===== config.mk =====
export PLATFORM = sky130hd
export DESIGN_NAME = pm_state_reg
export DESIGN_NICKNAME = d
export VERILOG_FILES = /design/src/rtl/pmreg_pkg.sv /design/src/rtl/pmreg_ctrl.sv /design/src/rtl/pmreg_datapath.sv /design/src/rtl/pm_state_reg.sv
export SDC_FILE = /design/constraint.sdc
export NUM_CORES = 1
export LEC_CHECK = 0
export ABC_AREA = 1
export BUFFER_PORTS_ARGS = -buffer_cell sky130_fd_sc_hd__buf_2
export CORE_MARGIN = 4
export CORE_UTILIZATION = 28
export CTS_CLUSTER_SIZE = 16
export DETAILED_ROUTE_END_ITERATION = 7
export GPL_ROUTABILITY_DRIVEN = 0
export PLACE_DENSITY = 0.84
export SLEW_MARGIN = 10
export SYNTH_ARGS = -nofsm -noshare
export SYNTH_HDL_FRONTEND = slang
export SYNTH_SLANG_ARGS = --single-unit

===== constraint.sdc =====
create_clock -name clk -period 1.5 [get_ports clk]
set_clock_uncertainty 0.2 [all_clocks]
set_input_delay 0.3 -clock clk [delete_from_list [all_inputs] [get_ports clk]]
set_output_delay 0.3 -clock clk [all_outputs]
set_load 0.02 [all_outputs]

===== src/rtl/pmreg_pkg.sv =====
package pmreg_pkg;
  localparam int DATA_W = 32;
  localparam int ADDR_W = 8;
  localparam int BE_W = DATA_W / 8;

  typedef enum logic [1:0] {
    PS_D0 = 2'b00,
    PS_D1 = 2'b01,
    PS_D2 = 2'b10,
    PS_D3 = 2'b11
  } pwrState_t;

  localparam int PS_LSB = 0;
  localparam int PME_BIT = 8;

  typedef struct packed {
    logic      psWrite;
    pwrState_t psNext;
    logic      pmeWrite;
    logic      pmeNext;
    logic      rdEn;
  } pmStrobes_t;

  function automatic logic psSupported(input logic [1:0] code);
    return (code == PS_D0) || (code == PS_D3);
  endfunction
endpackage


===== src/rtl/pmreg_ctrl.sv =====
module pmreg_ctrl
  import pmreg_pkg::*;
#(
  parameter int AW = ADDR_W,
  parameter int DW = DATA_W,
  parameter logic [AW-1:0] REG_OFS = 8'h84
) (
  input  logic          cfgReq,
  input  logic          cfgWrite,
  input  logic [AW-1:0] cfgAddr,
  input  logic [DW/8-1:0] cfgByteEn,
  input  logic [DW-1:0] cfgWdata,
  output pmStrobes_t    strb
);
  localparam int LANE_PS = PS_LSB / 8;
  localparam int LANE_PME = PME_BIT / 8;

  logic hit;
  logic wrHit;
  logic [1:0] reqCode;

  assign hit = cfgReq && (cfgAddr[AW-1:2] == REG_OFS[AW-1:2]);
  assign wrHit = hit && cfgWrite;
  assign reqCode = cfgWdata[PS_LSB +: 2];

  always_comb begin
    strb = '0;
    strb.rdEn = hit && !cfgWrite;
    strb.psNext = pwrState_t'(reqCode);
    strb.psWrite = wrHit && cfgByteEn[LANE_PS] && psSupported(reqCode);
    strb.pmeNext = cfgWdata[PME_BIT];
    strb.pmeWrite = wrHit && cfgByteEn[LANE_PME];
  end

  // without lane 0 enabled, the state strobe never fires
  always_comb begin
    if (!cfgByteEn[LANE_PS])
      p_lane0_needed_r4: assert (!strb.psWrite);
  end

  // reads and writes are exclusive
  always_comb begin
    p_rd_wr_excl_r8: assert (!(strb.rdEn && (strb.psWrite || strb.pmeWrite)));
  end
endmodule


===== src/rtl/pmreg_datapath.sv =====
module pmreg_datapath
  import pmreg_pkg::*;
#(
  parameter int DW = DATA_W
) (
  input  logic          clk,
  input  logic          porRstN,
  input  logic          fnRstN,
  input  pmStrobes_t    strb,
  input  logic          dsReq,
  input  logic          dsCfgType0,
  output logic [DW-1:0] rdData,
  output logic          dsMasterAbort,
  output logic          intBlock,
  output logic          mmioBlock
);
  pwrState_t curState;
  logic      pmeEn;
  logic      stateRstN;
  logic      notOn;
  logic [DW-1:0] regImage;

  assign stateRstN = porRstN & fnRstN;

  always_ff @(posedge clk or negedge stateRstN) begin
    if (!stateRstN) curState <= PS_D0;
    else if (strb.psWrite) curState <= strb.psNext;
  end

  always_ff @(posedge clk or negedge porRstN) begin
    if (!porRstN) pmeEn <= 1'b0;
    else if (strb.pmeWrite) pmeEn <= strb.pmeNext;
  end

  always_comb begin
    regImage = '0;
    regImage[PS_LSB +: 2] = curState;
    regImage[PME_BIT] = pmeEn;
  end

  assign rdData = strb.rdEn ? regImage : '0;

  assign notOn = (curState != PS_D0);
  assign intBlock = notOn;
  assign mmioBlock = notOn;
  assign dsMasterAbort = dsReq && notOn && !dsCfgType0;

  // stored state never holds an unsupported code
  always_comb begin
    if (stateRstN)
      p_state_legal_r3: assert (psSupported(curState));
  end

  p_no_spurious_change_r4: assert property (@(posedge clk) disable iff (!stateRstN)
    !strb.psWrite |=> $stable(curState));

  p_pme_hold_r5: assert property (@(posedge clk) disable iff (!porRstN)
    !strb.pmeWrite |=> $stable(pmeEn));

  p_type0_claimed_r10: assert property (@(posedge clk) disable iff (!stateRstN)
    dsCfgType0 |-> !dsMasterAbort);

  p_d0_unblocked_r9: assert property (@(posedge clk) disable iff (!stateRstN)
    (strb.psWrite && strb.psNext == PS_D0) |=> (!intBlock && !mmioBlock && !dsMasterAbort));

  // reserved bits of the readback are zero
  always_comb begin
    p_reserved_zero_r7: assert (rdData[DW-1:PME_BIT+1] == '0 && rdData[PME_BIT-1:2] == '0);
  end
endmodule


===== src/rtl/pm_state_reg.sv =====
module pm_state_reg
  import pmreg_pkg::*;
#(
  parameter int AW = ADDR_W,
  parameter int DW = DATA_W,
  parameter logic [AW-1:0] REG_OFS = 8'h84
) (
  input  logic            clk,
  input  logic            porRstN,
  input  logic            fnRstN,
  input  logic            cfgReq,
  input  logic            cfgWrite,
  input  logic [AW-1:0]   cfgAddr,
  input  logic [DW/8-1:0] cfgByteEn,
  input  logic [DW-1:0]   cfgWdata,
  output logic [DW-1:0]   cfgRdata,
  input  logic            dsReq,
  input  logic            dsCfgType0,
  output logic            dsMasterAbort,
  output logic            intBlock,
  output logic            mmioBlock
);
  pmStrobes_t strb;

  pmreg_ctrl #(.AW(AW), .DW(DW), .REG_OFS(REG_OFS)) u_ctrl (
    .cfgReq(cfgReq), .cfgWrite(cfgWrite), .cfgAddr(cfgAddr),
    .cfgByteEn(cfgByteEn), .cfgWdata(cfgWdata), .strb(strb)
  );

  pmreg_datapath #(.DW(DW)) u_dp (
    .clk(clk), .porRstN(porRstN), .fnRstN(fnRstN), .strb(strb),
    .dsReq(dsReq), .dsCfgType0(dsCfgType0), .rdData(cfgRdata),
    .dsMasterAbort(dsMasterAbort), .intBlock(intBlock), .mmioBlock(mmioBlock)
  );
endmodule


---- Word-level counts from Yosys, hierarchy flattened ----
Index checks and enable logic that the tools add are counted.
storage, ports and cells
  logic and storage cells ................. 19
  bits in registers ....................... 3
  output and inout bits ................... 35
cells by class
  reductions and logical operators ........ 13
  bitwise gates (word level) .............. 1
  multiplexer cells ....................... 1
  equal/unequal tests ..................... 2
operators by type and width
  operator              count
  $mux W9               1
  $logic_and A1 B1 Y1   8
  $eq A6 B6 Y1 const B  1
  $eq A2 B2 Y1 const B  1
  $logic_not A1 Y1      2
  $logic_not A2 Y1      1
  $reduce_bool A2 Y1    1
  $and A1 B1 Y1         1
  $logic_or A1 B1 Y1    1

---- Longest topological paths before layout ----
Gate-level depths: netlist of the first run.
  depth after elaboration ................. 5
  gate-level depth with buffers ........... 7
  gate-level depth less buffers ........... 7

---- Modules after synthesis ----
From an unflattened synthesis of the first run, not the netlist that was laid out.
second synthesis, totals
  cell total of the unflattened synthesis .. 81
  area, all modules ....................... 511.7 um2
by module, submodules not included
  module          seq. area each (um2)  cells an instance  times used  area each (um2)
  pmreg_datapath  75.1                  58                 1           399.1
  pmreg_ctrl      0.0                   23                 1           112.6

---- Worst setup path after synthesis of the first run ----
Ideal clock, no wire load.
  path type ............................... input -> output
  from .................................... in cfgAddr[6]
  to ...................................... out cfgRdata[0]
  slack ................................... 0.014 ns
  stages .................................. 5
  arrival time ............................ 0.986 ns
  path through ............................ nor2_1 > nand2_1 > nor2_4 > nand2_2 > nor2_1
between the ends
  cells in the longest elaborated chain, start to end .. 4
RTL lines
  element              line                  source
  from (decl)          pm_state_reg.sv:13    input logic [AW-1:0] cfgAddr,
  $eq A6 B6 Y1         pmreg_ctrl.sv:22      assign hit = cfgReq && (cfgAddr[AW-1:2] == REG_OFS[AW-1:2]);
  $logic_and A1 B1 Y1  pmreg_ctrl.sv:22
  $logic_and A1 B1 Y1  pmreg_ctrl.sv:28      strb.rdEn = hit && !cfgWrite;
  $mux W9              pmreg_datapath.sv:41  assign rdData = strb.rdEn ? regImage : '0;
  to (decl)            pm_state_reg.sv:16    output logic [DW-1:0] cfgRdata,
No other way between the ends.

---- Worst setup path in the final report of the first run ----
  from .................................... reg u_dp.curState[0]
  to ...................................... out dsMasterAbort
between the ends
  cells in the longest elaborated chain, start to end .. 3
RTL lines
  element                           line                  source
  from (decl)                       pmreg_datapath.sv:17  pwrState_t curState;
  from (signal assigned)            pmreg_datapath.sv:27  else if (strb.psWrite) curState <= strb.psNext;
  $reduce_bool A2 Y1                pmreg_datapath.sv:43  assign notOn = (curState != PS_D0);
  $logic_and A1 B1 Y1 (2 in a row)  pmreg_datapath.sv:46  assign dsMasterAbort = dsReq && notOn && !dsCfgType0;
  to (decl)                         pm_state_reg.sv:19    output logic dsMasterAbort,
No other way between the ends.

==> summary.md, run 1 <==
| Metric | Value |
|---|---|
| FF-to-FF End | u_dp.curState[0] |
| Initial Utilization | 0.308 |
| Placed insts | 111 |
| Filler cells | 174 |
| Final Power | 0.373 mW |
| Critical path's top delay family | flip-flops |
| Final hold slack | 0.123 ns |
| Worst-case reg-to-reg path depth | 4 |
| CP Launch Type | flip-flop |
| Largest net degree at the start of global routing | 7 |
| Hold crit path type | primary input to flip-flop |
| Setup-failing EPs final | 2 |
| Fin nets | 157 |
| Endpoint class of the critical path | output port |
| Most used cell, CP | nor2_1 |
| Top-count cell post-synth | buf_4 |
| Sequential share of the synthesized area | 0.156 |
| Number of synthesis warnings | 0 |
| Clk_lat worst skew | 0.23 ns |
| Crit path buffers/inverters | 2 |
| Length of the first detailed-routing pass in iterations | 2 |
| Peak supply drop | 218 uV |
| Min cycle time layout | 1.51 ns |
| Die width | 49.4 um |
| First-pass GRT wire length | 1.46 mm |
| Vias | 433 |
| Critical path type | flip-flop to output port |
| Largest cells by area after synthesis | buf_4, dfrtp_1, nand2_1 |
| CTS tree | done |
| CP Max Fanout | 3 |
| Non-Filler Instances | 121 |
| Area of the core | 1560 um^2 |
| Root buffer cell | clkbuf_4 |
| N_diodes | 0 |
| Top Ports | 86 |
| Die area | 2440 um^2 |
| Arrival time at the worst endpoint | 1.01 ns |
| Clock tree sinks | 3 |
| Number of antenna violations at the first check in global routing | 0 |
| Area delta synth->final | 32.8% |
| Antenna Nets Post-Route | 0 |
| Vias in the first global route | 387 |
| Unrepaired setup endpoints after global routing | true |
| Number of synthesized flops with an enable pin | 0 |
| Setup WS post-layout | -0.0140 ns |
| Dpl cell area | 503 um^2 |
| DRC violations left | 0 |
| Crit-path slowest cell | dfrtp_1 |
| Max incr delay on CP | 0.37 ns |
| Tcrit/Tclk final | 1.01 |
| IO Port Bufs | 23 |
| Failing checks | setup timing |
| CP endpoint | dsMasterAbort |
| Netlist Area Pre-Place | 480 um^2 |
| Dominant synthesized flop cell | dfrtp_1 |
| RR Startpoint | u_dp.curState[0] |
| Critical Path RT | 1.00 ns |
| Clock-pin transition on the worst setup and hold timing paths | 0.04 ns |
| Yosys cell types | 13 |
| Number of cells on the critical path | 5 |
| Power density over the cells | 584 nW/um^2 |
| Total track usage | 0.0773 |
| Slew Viols, Final | 0 |
| Routed wire length per instance | 8.91 um |
| Num CTS Buffers | 3 |
| Mapped Cells | 73 |
| Worst-path cell chain | nor2_1 > inv_1 > nand2_1 > nor2_1 > buf_4 |
| FF+latch count, synth | 3 |
| Htree depth | 1 |
| DR vias/cell | 3.58 |
| 1st-iter DRT viols | 1 |
| CP Launch Point | u_dp.curState[0] |
| Number of cell rows | 14 |
| Cell taking the most area after synthesis | buf_4 |
| Synth async-reset ratio | 1.00 |
| Mean post-synth cell area | 6.58 um^2 |
| Final hold violation count | 0 |
| Clock buffer depth | 2 |
| Top cells by count, synth | buf_4, nand2_1, inv_1 |
| F_max | 660 MHz |
| Post-synth top area share | 0.469 |
| Setup TNS Final | -0.0166 ns |
| Max-cap violations | 0 |
| HPWL Detailed | 813 um |
| R2R setup slack | 0.46 ns |
| Routed wire length | 1.08 mm |
| Die H | 49.4 um |
| Grt ovf | 0 |
| Post-layout instance area | 638 um^2 |
| LEAKAGE | 0.394 nW |
| Outcome | complete, but fails checks |
| Share of layout cells above drive strength 1 | 0.400 |
## metrics by stage
stage	utilization	setup slack (ns)
after global placement	0.323	-0.00289
after detailed placement	0.323	-0.0208
after global routing	0.409	-0.104
after floorplan	-	0.0144
final	0.409	-0.0140
after CTS	0.380	-0.0309
## flip-flops by register name, summed over array words and instances, names as in the netlist
| register | flops |
|---|---|
| u_dp.curState | 2 |
| u_dp.pmeEn | 1 |
## power breakdown
part | switching (mW) | leakage, nW | total (mW) | internal [mW]
registers | 0.00173 | 0.0413 | 0.0861 | 0.0843
clock network | 0.0439 | 0.0150 | 0.144 | 0.0998
logic | 0.102 | 0.338 | 0.143 | 0.0414
## worst register-to-register path: stages (launching register included)
cell	delay (ns)
dfrtp_1	0.37
buf_4	0.14
buf_4	0.12
nand2_1	0.05
nand2_1	0.04
## layer usage
metal  global-route usage  up-vias  wire (um)
met4               0.0415        0          0
met2                0.132       30        577
met3               0.0398        0        174
li1                     -      220          -
met1               0.0752      183        326
met5                    0        -          0
## layout by cell type (no fill, tap or decap), drive strengths merged
cell,count
nand3,2
nand2,14
dfrtp,3
inv,10
nand4,3
buf,28
nor2,10
conb,29
dlygate4sd3,2
clkbuf,4
## kinds of logic after synthesis
family | Yosys count | synth area share
DFF | 3 | 0.156
and+or+nand+nor | 29 | 0.289
buffers and inverters | 40 | 0.547
other | 1 | 0.00781
## worst min-delay path by stage
stage / from / to / slack (ns) / cells past startpoint
final: cfgWdata[8] / u_dp.pmeEn / 0.12 / 3
after global routing: cfgWdata[8] / u_dp.pmeEn / 0.15 / 3
after CTS: cfgWdata[8] / u_dp.pmeEn / 0.12 / 3
after detailed placement: porRstN / u_dp.pmeEn / -0.11 / 1
after global placement: porRstN / u_dp.pmeEn / -0.12 / 1
after floorplan: porRstN / u_dp.pmeEn / -0.20 / 0
## cell type report
type | count | area, um^2 | area share
tap | 16 | 20.0 | 0.0314
timing repair buffer | 30 | 209 | 0.327
multi-input combinational | 58 | 268 | 0.420
clock buffer | 4 | 26.3 | 0.0412
sequential | 3 | 75.1 | 0.118
inverter | 10 | 40.0 | 0.0627
## repair_timing
| action | CTS | global route |
|---|---|---|
| resized for setup | 5 | 12 |
| cloned | 0 | 0 |
| hold buffers | 2 | 0 |
| pin swaps | 5 | 8 |
| endpoints found under the setup margin | 4 | 4 |
| setup buffers | 4 | 0 |
| hold endpoints to repair | 3 | 0 |
Note: power is estimated with default switching activity, not from simulation.
==> inputs of run 2 (changes only) <==
--- a/config.mk
+++ b/config.mk
@@ -7,7 +7,7 @@
 export LEC_CHECK = 0
 export ABC_AREA = 1
 export BUFFER_PORTS_ARGS = -buffer_cell sky130_fd_sc_hd__buf_2
-export CORE_MARGIN = 4
+export CORE_MARGIN = 2
 export CORE_UTILIZATION = 28
 export CTS_CLUSTER_SIZE = 16
 export DETAILED_ROUTE_END_ITERATION = 7
==> summary.md, run 2 (same netlist as run 1, synthesis figures left out) <==
| Metric | Value |
|---|---|
| Max FFs per register | 2 (unchanged) |
| Vias in the first global route | 376 (-2.8%) |
| Slew Viols, Final | 0 (unchanged) |
| CP Max Fanout | 3 (unchanged) |
| Commonest non-fill, non-tap cell in the layout | conb_1 |
| Area of the core | 1560 um^2 (unchanged) |
| Htree depth | 1 (unchanged) |
| Tcrit/Tclk final | 1.01 (+0.00483) |
| Total track usage | 0.0964 (+0.0191) |
| Share of layout cells above drive strength 1 | 0.415 (+0.0151) |
| 1st-iter DRT viols | 2 (+1) |
| Multi-input gate area | 265 um^2 (-0.93%) |
| Critical Path RT | 1.00 ns (about the same) |
| Vias | 442 (+2.1%) |
| Max-cap violations | 0 (unchanged) |
| F_max | 657 MHz (-0.48%) |
| Final hold violation count | 0 (unchanged) |
| CP Launch Point | cfgAddr[5] |
| Clock tree sinks | 3 (unchanged) |
| LEAKAGE | 0.397 nW (+0.87%) |
| First-pass GRT wire length | 1.35 mm (-7.5%) |
| Routed wire length | 996 um (-7.6%) |
| CP endpoint | cfgRdata[1] |
| RR Startpoint | u_dp.curState[0] |
| DRC violations left | 0 (unchanged) |
| DR vias/cell | 3.62 (+1.2%) |
| Clk_lat worst skew | 0.23 ns (about the same) |
| Unrepaired setup endpoints after global routing | true |
| N_diodes | 0 (unchanged) |
| Biggest register | u_dp.curState |
| Length of the first detailed-routing pass in iterations | 2 (unchanged) |
| Routed wire length per instance | 8.16 um (-8.4%) |
| Top Ports | 86 (unchanged) |
| HPWL Detailed | 729 um (-10%) |
| Root buffer cell | clkbuf_4 |
| Final Power | 0.366 mW (-1.8%) |
| Die H | 45.4 um (-8.1%) |
| Commonest cells after routing, fill and taps aside | conb_1, buf_2, nand2_1, buf_4, inv_1 |
| Clock-pin transition on the worst setup and hold timing paths | 0.04 ns (about the same) |
| FF-to-FF End | u_dp.curState[0] |
| Number of antenna violations at the first check in global routing | 0 (unchanged) |
| CTS tree | done |
| Core Util, Final | 0.409 (-0.000803) |
| Power density over the cells | 575 nW/um^2 (-1.6%) |
| Die area | 2060 um^2 (-16%) |
| Top flop regs | u_dp.curState (2), u_dp.pmeEn (1) |
| Setup WS post-layout | -0.0213 ns (-0.00724 ns) |
| Register area | 75.1 um^2 (unchanged) |
| Die width | 45.4 um (-8.1%) |
| Worst-case reg-to-reg path depth | 4 (unchanged) |
| Initial Utilization | 0.308 (unchanged) |
| Arrival time at the worst endpoint | 1.02 ns (about the same) |
| Filler cells | 160 (-8.0%) |
| Fin nets | 158 (+0.64%) |
| Failing checks | setup timing |
| Peak supply drop | 155 uV (-29%) |
| Setup-failing EPs final | 3 (+1) |
| Antenna Nets Post-Route | 0 (unchanged) |
| Clock buffer depth | 2 (unchanged) |
| Endpoint class of the critical path | output port |
| Num CTS Buffers | 3 (unchanged) |
| Hold crit path type | primary input to flip-flop |
| R2R setup slack | 0.46 ns (about the same) |
| Outcome | complete, but fails checks |
| DP Worst Slack | -0.0205 ns (+0.000376 ns) |
| Area delta synth->final | 32.6% |
| Number of cell rows | 14 (unchanged) |
| Min cycle time layout | 1.52 ns (+0.00724 ns) |
| Grt ovf | 0 (unchanged) |
| Largest net degree at the start of global routing | 7 (unchanged) |
| IO Port Bufs | 23 (unchanged) |
| Critical path type | primary input to output port |
| CP Launch Type | primary input |
-- run 2: cell count changes in the layout (fill, tap and decap cells not counted), sizes merged --
cell / before / now
buf: 28 / 29
-- run 2: layer usage --
layer  share of wire  up-vias  wire length (um)  GRT usage
met5               0        -                 0          0
met4               0        0                 0     0.0706
met3            0.11        0               114     0.0397
met2            0.57       30               566      0.177
met1            0.32      188               314     0.0801
li1                -      224                 -          -
-- run 2: cell type report --
cell class / instances / area share
well taps: 16 / 0.0314
repair buffers: 31 / 0.334
clock buffers: 4 / 0.0413
multi-input cells: 58 / 0.417
inverters: 10 / 0.0589
flip-flops and latches: 3 / 0.118
-- run 2: metrics by stage --
stage	setup TNS [ns]	cells	hold slack (ns)	area (um^2)
CTS	-0.0131	121	0.114	598
global placement	0	111	-0.116	503
finish	-0.0343	122	0.125	637
global route	-0.253	122	0.145	637
detailed placement	-0.0421	111	-0.115	503
floorplan	0	101	-0.196	586
-- run 2: worst max-delay path, cell delays in order --
cell and delay (ns):
buf_6 0.09, nor2_4 0.10, nand2_2 0.07, nor2_4 0.12
nand2_2 0.08, nor2_1 0.11, buf_4 0.15
-- run 2: power by group --
group	leakage, nW	internal (mW)	switching (mW)
registers	0.0413	0.0844	0.00151
clock network	0.0150	0.0996	0.0402
logic	0.341	0.0400	0.101
-- run 2: how the worst min path moves through the flow --
stage | from | to | depth (start not counted)
finish | cfgWdata[8] | u_dp.pmeEn | 3
CTS | cfgWdata[8] | u_dp.pmeEn | 3
global placement | porRstN | u_dp.pmeEn | 1
detailed placement | porRstN | u_dp.pmeEn | 1
global route | cfgWdata[8] | u_dp.pmeEn | 3
floorplan | porRstN | u_dp.pmeEn | 0
-- run 2: timing repair --
| action | in CTS | in global routing |
|---|---|---|
| gates resized for setup | 6 | 9 |
| hold endpoints to repair | 3 | 0 |
| hold buffers | 2 | 0 |
| pin swaps | 3 | 5 |
| buffers inserted | 4 | 1 |
| setup endpoints to repair | 4 | 6 |
==> inputs of run 3 (changes only) <==
==> constraint.sdc (replaced) <==
create_clock -name clk -period 1.9 [get_ports clk]
set_clock_uncertainty 0.2 [all_clocks]
set_input_delay 0.38 -clock clk [delete_from_list [all_inputs] [get_ports clk]]
set_output_delay 0.38 -clock clk [all_outputs]
set_load 0.02 [all_outputs]
==> summary.md, run 3 (same netlist as run 1, synthesis figures left out) <==
| Metric | Value |
|---|---|
| Max-cap violations | 0 (unchanged) |
| Top Ports | 86 (unchanged) |
| Min cycle time layout | 1.75 ns |
| Share of layout cells above drive strength 1 | 0.320 (-0.0951) |
| Critical path's top delay family | simple AND/OR/NAND/NOR gates |
| Worst-path cell chain | buf_2 > nor2_1 > nand2_1 > nor2_4 > nand2_2 > nor2_1 > buf_2 |
| Initial Utilization | 0.308 (unchanged) |
| Vias in the first global route | 322 (-14%) |
| Peak supply drop | 151 uV (-3.0%) |
| CP Max Fanout | 6 (+3) |
| Clock tree sinks | 3 (unchanged) |
| HPWL Detailed | 730 um (+0.11%) |
| CTS resizes | 0 (-6) |
| Final hold violation count | 0 (unchanged) |
| Slew Viols, Final | 0 (unchanged) |
| DR vias/cell | 3.50 (-3.4%) |
| Crit path buffers/inverters | 2 (unchanged) |
| Endpoint class of the critical path | output port |
| Length of the first detailed-routing pass in iterations | 4 (+2) |
| Clock-pin transition on the worst setup and hold timing paths | 0.04 ns (about the same) |
| First-pass GRT wire length | 1.12 mm (-17%) |
| Arrival time at the worst endpoint | 1.17 ns (+0.15 ns) |
| Commonest non-fill, non-tap cell in the layout | conb_1 |
| Filler cells | 172 (+7.5%) |
| Largest net degree at the start of global routing | 7 (unchanged) |
| Biggest register | u_dp.curState |
| Die area | 2060 um^2 (unchanged) |
| Num CTS Buffers | 3 (unchanged) |
| Vias | 406 (-8.1%) |
| Hold crit path type | primary input to flip-flop |
| Outcome | complete, no violations |
| Tcrit/Tclk final | 0.924 |
| F_max | 570 MHz |
| Number of cell rows | 14 (unchanged) |
| Max incr delay on CP | 0.18 ns (+0.03 ns) |
| Top flop regs | u_dp.curState (2), u_dp.pmeEn (1) |
| Core Util, Final | 0.348 (-0.0610) |
| Htree depth | 1 (unchanged) |
| 1st-iter DRT viols | 6 (+4) |
| Routed wire length | 801 um (-20%) |
| CP Launch Type | primary input |
| Max FFs per register | 2 (unchanged) |
| LEAKAGE | 0.357 nW (-10%) |
| Grt ovf | 0 (unchanged) |
| Total track usage | 0.0832 (-0.0132) |
| Antenna Nets Post-Route | 0 (unchanged) |
| DRC violations left | 0 (unchanged) |
| Die width | 45.4 um (unchanged) |
| Clock buffer depth | 2 (unchanged) |
| Power density over the cells | 510 nW/um^2 (-11%) |
| N_diodes | 0 (unchanged) |
| Commonest cells after routing, fill and taps aside | conb_1, buf_2, nand2_1, inv_1, nor2_1 |
| Root buffer cell | clkbuf_4 |
| Critical path type | primary input to output port |
| CTS tree | done |
| Die H | 45.4 um (unchanged) |
| Setup TNS Final | 0 ns (+0.0343 ns) |
| Unrepaired setup endpoints after global routing | false |
| Critical Path RT | 1.32 ns (+0.32 ns) |
| Fin nets | 152 (-3.8%) |
| IO Port Bufs | 23 (unchanged) |
| Clk_lat worst skew | 0.23 ns (about the same) |
| Area of the core | 1560 um^2 (unchanged) |
| Setup-failing EPs final | 0 (-3) |
| Area delta synth->final | 12.8% |
| Routed wire length per instance | 6.91 um (-15%) |
| Number of antenna violations at the first check in global routing | 0 (unchanged) |
| Crit-path slowest cell | nor2_4 |
[run 3: worst paths after layout]
check	start	endpoint	slack, ns	depth (start not counted)
min in group asynchronous	porRstN	u_dp.pmeEn	0.25	2
max in group asynchronous	porRstN	u_dp.curState[0]	1.01	4
setup reg to reg	u_dp.curState[0]	u_dp.curState[0]	1.08	2
hold reg to reg	u_dp.pmeEn	u_dp.pmeEn	0.28	2
hold / removal	cfgWdata[8]	u_dp.pmeEn	0.20	3
setup / recovery	cfgAddr[6]	cfgRdata[8]	0.15	7
[run 3: power by group]
group / total (mW) / internal, mW / switching [mW] / leakage [nW]
Sequential: 0.0682 / 0.0666 / 0.00163 / 0.0413
Combinational: 0.0970 / 0.0226 / 0.0744 / 0.301
Clock: 0.111 / 0.0787 / 0.0324 / 0.0150
[run 3: final cells by class]
class | count | area, um^2 | share of cell area
Multi-Input combinational cell | 58 | 248 | 0.457
Timing Repair Buffer | 25 | 135 | 0.249
Inverter | 10 | 37.5 | 0.0693
Tap cell | 16 | 20.0 | 0.0370
Clock buffer | 4 | 26.3 | 0.0485
Sequential cell | 3 | 75.1 | 0.139
[run 3: repair_timing]
item,in CTS,in global routing
hold buffers,2,0
buffers inserted,0,0
hold endpoints to repair,3,0
[run 3: worst register-to-register path: cells and delay by family (launching register included)]
| family | cells | cell delay, ns |
|---|---|---|
| flip-flops | 1 | 0.39 |
| AND/OR/NAND/NOR | 2 | 0.12 |
[run 3: metrics by stage]
| step | instance area, um^2 | hold slack [ns] | worst slack, ns | power, mW | instances |
|---|---|---|---|---|---|
| after floorplan | 586 | -0.116 | 0.254 | 0.185 | 101 |
| after global placement | 495 | -0.0357 | 0.169 | 0.160 | 110 |
| after detailed placement | 495 | -0.0362 | 0.134 | 0.162 | 110 |
| after CTS | 542 | 0.197 | 0.136 | 0.282 | 116 |
| after global routing | 542 | 0.214 | 0.0522 | 0.298 | 116 |
| final | 542 | 0.205 | 0.145 | 0.276 | 116 |
[run 3: routing by layer]
layer / track usage / up-vias / routed length, um / part of all wire
li1: - / 213 / - / -
met1: 0.0652 / 163 / 292 / 0.36
met2: 0.144 / 30 / 388 / 0.48
met3: 0.0595 / 0 / 120 / 0.15
met4: 0.0529 / 0 / 0 / 0
met5: 0 / - / 0 / 0
